<file path="config.mk">
export PLATFORM = sky130hd
export DESIGN_NAME = hw_fetch_unit
export DESIGN_NICKNAME = d
export VERILOG_FILES = /design/src/rtl/hwf_pkg.sv /design/src/rtl/hwf_len_detect.sv /design/src/rtl/hwf_out_slot.sv /design/src/rtl/hw_fetch_unit.sv
export SDC_FILE = /design/constraint.sdc
export NUM_CORES = 1
export LEC_CHECK = 0
export CAP_MARGIN = 20
export CORE_ASPECT_RATIO = 0.8
export CORE_MARGIN = 2
export CORE_UTILIZATION = 24
export DETAILED_ROUTE_END_ITERATION = 8
export DONT_BUFFER_PORTS = 1
export PLACE_DENSITY = 0.39
export SETUP_SLACK_MARGIN = 0.4
export SLEW_MARGIN = 20
export SYNTH_ARGS = -nofsm -noshare
export SYNTH_HDL_FRONTEND = slang
export SYNTH_SLANG_ARGS = --single-unit
export TNS_END_PERCENT = 50
</file>
<file path="constraint.sdc">
create_clock -name clk -period 2 [get_ports clk]
set_input_delay 0.1 -clock clk [delete_from_list [all_inputs] [get_ports clk]]
set_output_delay 0.1 -clock clk [all_outputs]
set_load 0.02 [all_outputs]
</file>
<file path="src/rtl/hwf_pkg.sv">
package hwf_pkg;

    localparam int HW_W    = 16;
    localparam int INSTR_W = 2 * HW_W;

    typedef enum logic [1:0] {
        ST_VEC_LO = 2'd0,
        ST_VEC_HI = 2'd1,
        ST_HALF1  = 2'd2,
        ST_HALF2  = 2'd3
    } fetch_state_e;

    // top five bits that mark the opening half of a 32-bit instruction
    localparam logic [4:0] WIDE_TAG_A = 5'b11101;
    localparam logic [4:0] WIDE_TAG_B = 5'b11110;
    localparam logic [4:0] WIDE_TAG_C = 5'b11111;

endpackage

</file>
<file path="src/rtl/hwf_len_detect.sv">
module hwf_len_detect
    import hwf_pkg::*;
#(
    parameter int W = HW_W
) (
    input  logic [W-1:0] hw,
    output logic         wide
);
    localparam int TAG_LSB = W - 5;

    logic [4:0] tag;

    always_comb begin
        tag  = hw[TAG_LSB +: 5];
        wide = (tag == WIDE_TAG_A) || (tag == WIDE_TAG_B) || (tag == WIDE_TAG_C);
    end
endmodule

</file>
<file path="src/rtl/hwf_out_slot.sv">
module hwf_out_slot #(
    parameter int DATA_W = 32,
    parameter int ADDR_W = 32
) (
    input  logic              clk,
    input  logic              rst,
    input  logic              flush,
    input  logic              load,
    input  logic              take,
    input  logic [DATA_W-1:0] ld_instr,
    input  logic              ld_wide,
    input  logic [ADDR_W-1:0] ld_pc,
    output logic              valid,
    output logic [DATA_W-1:0] instr,
    output logic              wide,
    output logic [ADDR_W-1:0] pc
);
    typedef struct packed {
        logic              valid;
        logic [DATA_W-1:0] instr;
        logic              wide;
        logic [ADDR_W-1:0] pc;
    } slot_t;

    slot_t s_d, s_q;

    always_comb begin
        s_d = s_q;
        if (flush) begin
            s_d.valid = 1'b0;
        end else if (load) begin
            s_d.valid = 1'b1;
            s_d.instr = ld_instr;
            s_d.wide  = ld_wide;
            s_d.pc    = ld_pc;
        end else if (take) begin
            s_d.valid = 1'b0;
        end
    end

    always_ff @(posedge clk) begin
        if (rst) begin
            s_q <= '0;
        end else begin
            s_q <= s_d;
        end
    end

    assign valid = s_q.valid;
    assign instr = s_q.instr;
    assign wide  = s_q.wide;
    assign pc    = s_q.pc;
endmodule

</file>
<file path="src/rtl/hw_fetch_unit.sv">
module hw_fetch_unit
    import hwf_pkg::*;
#(
    parameter int          ADDR_W   = 32,
    parameter logic [31:0] VEC_ADDR = 32'h0000_0004
) (
    input  logic               clk,
    input  logic               rst,
    output logic [ADDR_W-1:0]  imem_addr,
    input  logic [HW_W-1:0]    imem_rdata,
    input  logic               redir_valid,
    input  logic [ADDR_W-1:0]  redir_pc,
    output logic               dec_valid,
    input  logic               dec_ready,
    output logic [INSTR_W-1:0] dec_instr,
    output logic               dec_wide,
    output logic [ADDR_W-1:0]  dec_pc
);
    localparam logic [ADDR_W-1:0] STEP     = ADDR_W'(HW_W / 8);
    localparam logic [ADDR_W-1:0] VEC_LO_A = ADDR_W'(VEC_ADDR);
    localparam logic [ADDR_W-1:0] VEC_HI_A = ADDR_W'(VEC_ADDR) + STEP;
    localparam logic [ADDR_W-1:0] ALIGN_M  = ~ADDR_W'(1);

    typedef struct packed {
        fetch_state_e      state;
        logic [ADDR_W-1:0] pc;
        logic [HW_W-1:0]   vec_lo;
        logic [HW_W-1:0]   first_hw;
        logic [ADDR_W-1:0] first_pc;
    } fetch_regs_t;

    fetch_regs_t r_d, r_q;

    logic               rdata_wide;
    logic               slot_free;
    logic               slot_load;
    logic [INSTR_W-1:0] ld_instr;
    logic               ld_wide;
    logic [ADDR_W-1:0]  ld_pc;
    logic [ADDR_W-1:0]  redir_tgt;
    logic [ADDR_W-1:0]  vec_pc;

    hwf_len_detect #(.W(HW_W)) u_len (
        .hw   (imem_rdata),
        .wide (rdata_wide)
    );

    always_comb begin
        redir_tgt = redir_pc & ALIGN_M;
        vec_pc    = ADDR_W'({imem_rdata, r_q.vec_lo}) & ALIGN_M;
        slot_free = !dec_valid || dec_ready;

        case (r_q.state)
            ST_VEC_LO: imem_addr = VEC_LO_A;
            ST_VEC_HI: imem_addr = VEC_HI_A;
            default:   imem_addr = r_q.pc;
        endcase

        r_d       = r_q;
        slot_load = 1'b0;
        ld_instr  = '0;
        ld_wide   = 1'b0;
        ld_pc     = r_q.pc;

        case (r_q.state)
            ST_VEC_LO: begin
                r_d.vec_lo = imem_rdata;
                r_d.state  = ST_VEC_HI;
            end
            ST_VEC_HI: begin
                r_d.pc    = vec_pc;
                r_d.state = ST_HALF1;
            end
            ST_HALF1: begin
                if (slot_free) begin
                    r_d.pc = r_q.pc + STEP;
                    if (rdata_wide) begin
                        r_d.first_hw = imem_rdata;
                        r_d.first_pc = r_q.pc;
                        r_d.state    = ST_HALF2;
                    end else begin
                        slot_load = 1'b1;
                        ld_instr  = {{HW_W{1'b0}}, imem_rdata};
                        ld_wide   = 1'b0;
                        ld_pc     = r_q.pc;
                    end
                end
            end
            ST_HALF2: begin
                slot_load = 1'b1;
                ld_instr  = {r_q.first_hw, imem_rdata};
                ld_wide   = 1'b1;
                ld_pc     = r_q.first_pc;
                r_d.pc    = r_q.pc + STEP;
                r_d.state = ST_HALF1;
            end
            default: r_d.state = ST_VEC_LO;
        endcase

        if (redir_valid) begin
            r_d.state = ST_HALF1;
            r_d.pc    = redir_tgt;
            slot_load = 1'b0;
        end
    end

    always_ff @(posedge clk) begin
        if (rst) begin
            r_q.state    <= ST_VEC_LO;
            r_q.pc       <= '0;
            r_q.vec_lo   <= '0;
            r_q.first_hw <= '0;
            r_q.first_pc <= '0;
        end else begin
            r_q <= r_d;
        end
    end

    hwf_out_slot #(.DATA_W(INSTR_W), .ADDR_W(ADDR_W)) u_slot (
        .clk      (clk),
        .rst      (rst),
        .flush    (redir_valid),
        .load     (slot_load),
        .take     (dec_valid && dec_ready),
        .ld_instr (ld_instr),
        .ld_wide  (ld_wide),
        .ld_pc    (ld_pc),
        .valid    (dec_valid),
        .instr    (dec_instr),
        .wide     (dec_wide),
        .pc       (dec_pc)
    );

    AST_RESET_IDLE: assert property (@(posedge clk)
        rst |=> !dec_valid);

    AST_VEC_ORDER: assert property (@(posedge clk) disable iff (rst)
        (r_q.state == ST_VEC_LO && !redir_valid) |=> imem_addr == VEC_HI_A);

    AST_PC_ALIGNED: assert property (@(posedge clk) disable iff (rst)
        dec_valid |-> dec_pc[0] == 1'b0);

    AST_WIDE_TAG: assert property (@(posedge clk) disable iff (rst)
        (dec_valid && dec_wide) |-> (dec_instr[31:29] == 3'b111 && dec_instr[28:27] != 2'b00));

    AST_NARROW_UPPER: assert property (@(posedge clk) disable iff (rst)
        (dec_valid && !dec_wide) |-> dec_instr[31:16] == '0);

    AST_SECOND_HALF_NEXT: assert property (@(posedge clk) disable iff (rst)
        (r_q.state == ST_HALF2 && !redir_valid) |=> (dec_valid && dec_wide));

    AST_SECOND_HALF_ADDR: assert property (@(posedge clk) disable iff (rst)
        r_q.state == ST_HALF2 |-> imem_addr == r_q.first_pc + STEP);

    AST_STALL_HOLD: assert property (@(posedge clk) disable iff (rst)
        (dec_valid && !dec_ready && !redir_valid) |=>
            (dec_valid && $stable(dec_instr) && $stable(dec_pc) && $stable(dec_wide)));

    AST_REDIR_TARGET: assert property (@(posedge clk) disable iff (rst)
        redir_valid |=> (imem_addr == $past(redir_tgt) && !dec_valid));
endmodule

</file>
==> impl_metrics.ini <==
[outcome]
status = finished with violations
violations = negative hold slack

[setup_path]
critPathLaunchType = register
crit_type = reg -> reg
required_ns = 2.35
r2r_cells = 9
r2r_start = r_q[96]$_SDFFE_PP0P_
r2r_setup_slack_ns = 0.20
end_kind = register
reg2reg_to = u_slot.pc[1]$_SDFFE_PP0P_
cp.arrival_ns = 2.15
cp_max_fo = 7

[finish]
fin_util_pct = 34.3
stdcell_area_um2 = 10400
syn_to_final_growth_pct = 41.5
final_common_cell = dfxtp_1
drive_gt1_share_pct = 29.7
layout.nets = 1024
final_cell_mix = dfxtp_1, nand2_1, buf_4
instances_no_fill = 1396

[logic_synthesis]
yosys_register_bits = 163
syn_area_per_cell_um2 = 8.30
ys_warn_count = 0
synth_top_flop_cell = dfxtp_1
synth.area.top_cells = dfxtp_1, nand2_1, mux2i_1
yosysSeqAreaShare_pct = 44.6
yosys.area.top_type = dfxtp_1
synth-edff-count = 0
synth_cell_type_count = 60
synthCells = 882
synthArstFlopShare_pct = 0
syn-num-nets = 939
syn_area_um2 = 7320
yosys.area.top_type_share_pct = 44.6

[timing]
hold_ws_ns = -0.283
fin_tns_setup_ns = 0
rsz0062_at_grt = true
fmax_ghz = 0.555
worst_pin_slew_ns = 0.704
post-route-period-util_pct = 90.1
relSlewSlack_pct = 52.9
hold_violations = 134
fin_skew_ns = 0.0125
final-setup-viol-count = 0
slew_violations = 0
min_period_ns = 1.80

[route]
final_antenna_net_count = 0
wire_per_inst_um = 22.3
drtIter0Drc = 459
drtPass1Iterations = 5
drc = 0
vias = 6932
vias_per_cell = 4.97
postRouteWirelength_um = 31100

[global_route]
grt_max_degree = 141
gr-total-overflow = 0
grt_pass1_wl_um = 42800
grtUsageTotal_pct = 18.2
grt_pass1_vias = 6385
antenna_found_initial = 5

[floorplan]
initial_core_util_pct = 24.3
num_io_pins = 150
die_x_um = 199
core-area_um2 = 30200
fp-row-count = 57
die_area_um2 = 31900
die_h_um = 160

[worst_hold_path]
min_path_type = in -> reg
hold_depth = 1
hp-start = rst
holdPathEnd = u_slot.pc[29]$_SDFFE_PP0P_

[power]
power_density_nw_per_um2 = 852
p_leak_uw = 0.00360
peakVddDrop_mv = 0.559

[clock_tree]
tritoncts = done
clock_path_buffers = 2
postCtsHoldBufs = 20
cts.clk_slew.worst_paths_ns = 0.07
htreeDepth = 4
cts_buffers = 17
cts_sinks = 163
ctsRootBufferMaster = clkbuf_16
clk_latency_ns = 0.44

[placement]
place_hpwl_um = 19600
dp.cells = 1291
routabilityCongestion = 0.814
portBuffers = 0
place_area_um2 = 8310

[job]
drv_cap = 0
[through the flow]
step                total power [µW]  setup WS, ns
finish                          8820         0.198
global route                    9190         0.123
CTS                             8530         0.225
detailed placement              4900      0.000931
global placement                4900       0.00623
floorplan                       4540         0.216
[report_power, final]
| group | internal [µW] | leakage, µW | switching (µW) |
|---|---|---|---|
| clock | 1910 | 0.000272 | 1490 |
| sequential | 3420 | 0.00133 | 227 |
| combinational | 808 | 0.00199 | 968 |
| total | 6140 | 0.00360 | 2680 |
[layer usage]
metal	vias up	global-route usage (%)	routed length [µm]
li1	3299	-	-
met1	3414	26.1	15100
met2	191	26.1	13400
met3	24	5.62	2130
met4	4	4.99	411
met5	-	0	27
[critical path, cell delays in order, from the launching register on]
cell and delay (ns):
dfxtp_4 0.37, inv_4 0.08, ha_4 0.19, buf_6 0.12
a31oi_4 0.10, nor2_4 0.25, buf_6 0.19, buf_12 0.16
nor2_1 0.06, a211oi_1 0.20
[worst max path at each step]
| stage | start | end | slack, ns | cells past startpoint |
|---|---|---|---|---|
| after floorplan | r_q[66]$_SDFFE_PP0P_ | r_q[91]$_SDFFE_PP0P_ | 0.22 | 7 |
| after global placement | r_q[66]$_SDFFE_PP0P_ | r_q[95]$_SDFFE_PP0P_ | 0.006 | 7 |
| after detailed placement | r_q[66]$_SDFFE_PP0P_ | r_q[95]$_SDFFE_PP0P_ | 0.0009 | 7 |
| after CTS | r_q[97]$_SDFFE_PP0P_ | r_q[75]$_SDFFE_PP0P_ | 0.23 | 7 |
| after global routing | r_q[96]$_SDFFE_PP0P_ | u_slot.pc[6]$_SDFFE_PP0P_ | 0.12 | 9 |
| final | r_q[96]$_SDFFE_PP0P_ | u_slot.pc[1]$_SDFFE_PP0P_ | 0.20 | 9 |
[what timing repair did]
action                                 in CTS  in global routing
setup endpoints to repair                 103                114
endpoints found under the hold margin     144                135
buffers inserted                           17                 22
pin swaps                                  19                 60
cloned                                      1                 10
resized for setup                          47                119
[cell usage after synthesis, drive strengths merged (9+ instances only)]
cell	instances
a21oi	83
mux2i	49
o21ai	18
a22oi	9
xor2	10
nor2	89
clkbuf	59
nand4	12
a211oi	35
nand2	144
a22o	16
and2	30
buf	20
nand3	38
dfxtp	163
nor3	10
[area by class of cell]
cell class / count / area [µm²]
inverter: 6 / 30.0
timing repair buffer: 143 / 1490
tap: 413 / 517
multi-input combinational: 636 / 4440
clock inverter: 11 / 129
sequential: 163 / 3280
clock buffer: 21 / 460
fill: 3136 / 19800
antenna: 3 / 7.51
[sequential cells by signal, summed over array words and instances (netlist names)]
register and count:
u_slot.pc 32, u_slot.valid 1, u_slot.wide 1, r_q 97, u_slot.instr 32
[logic make-up after synthesis]
kind of cell	after synthesis	share of synthesized area, %
adder cells (fa/ha/maj)	5	0.855
AND/OR/NAND/NOR	359	22.6
AO/OA/AOI/OAI	206	18.7
XOR/XNOR	14	1.68
multiplexers	50	6.86
flip-flops	163	44.6
buffers and inverters	85	4.70
(Power assumes the default switching activity.)
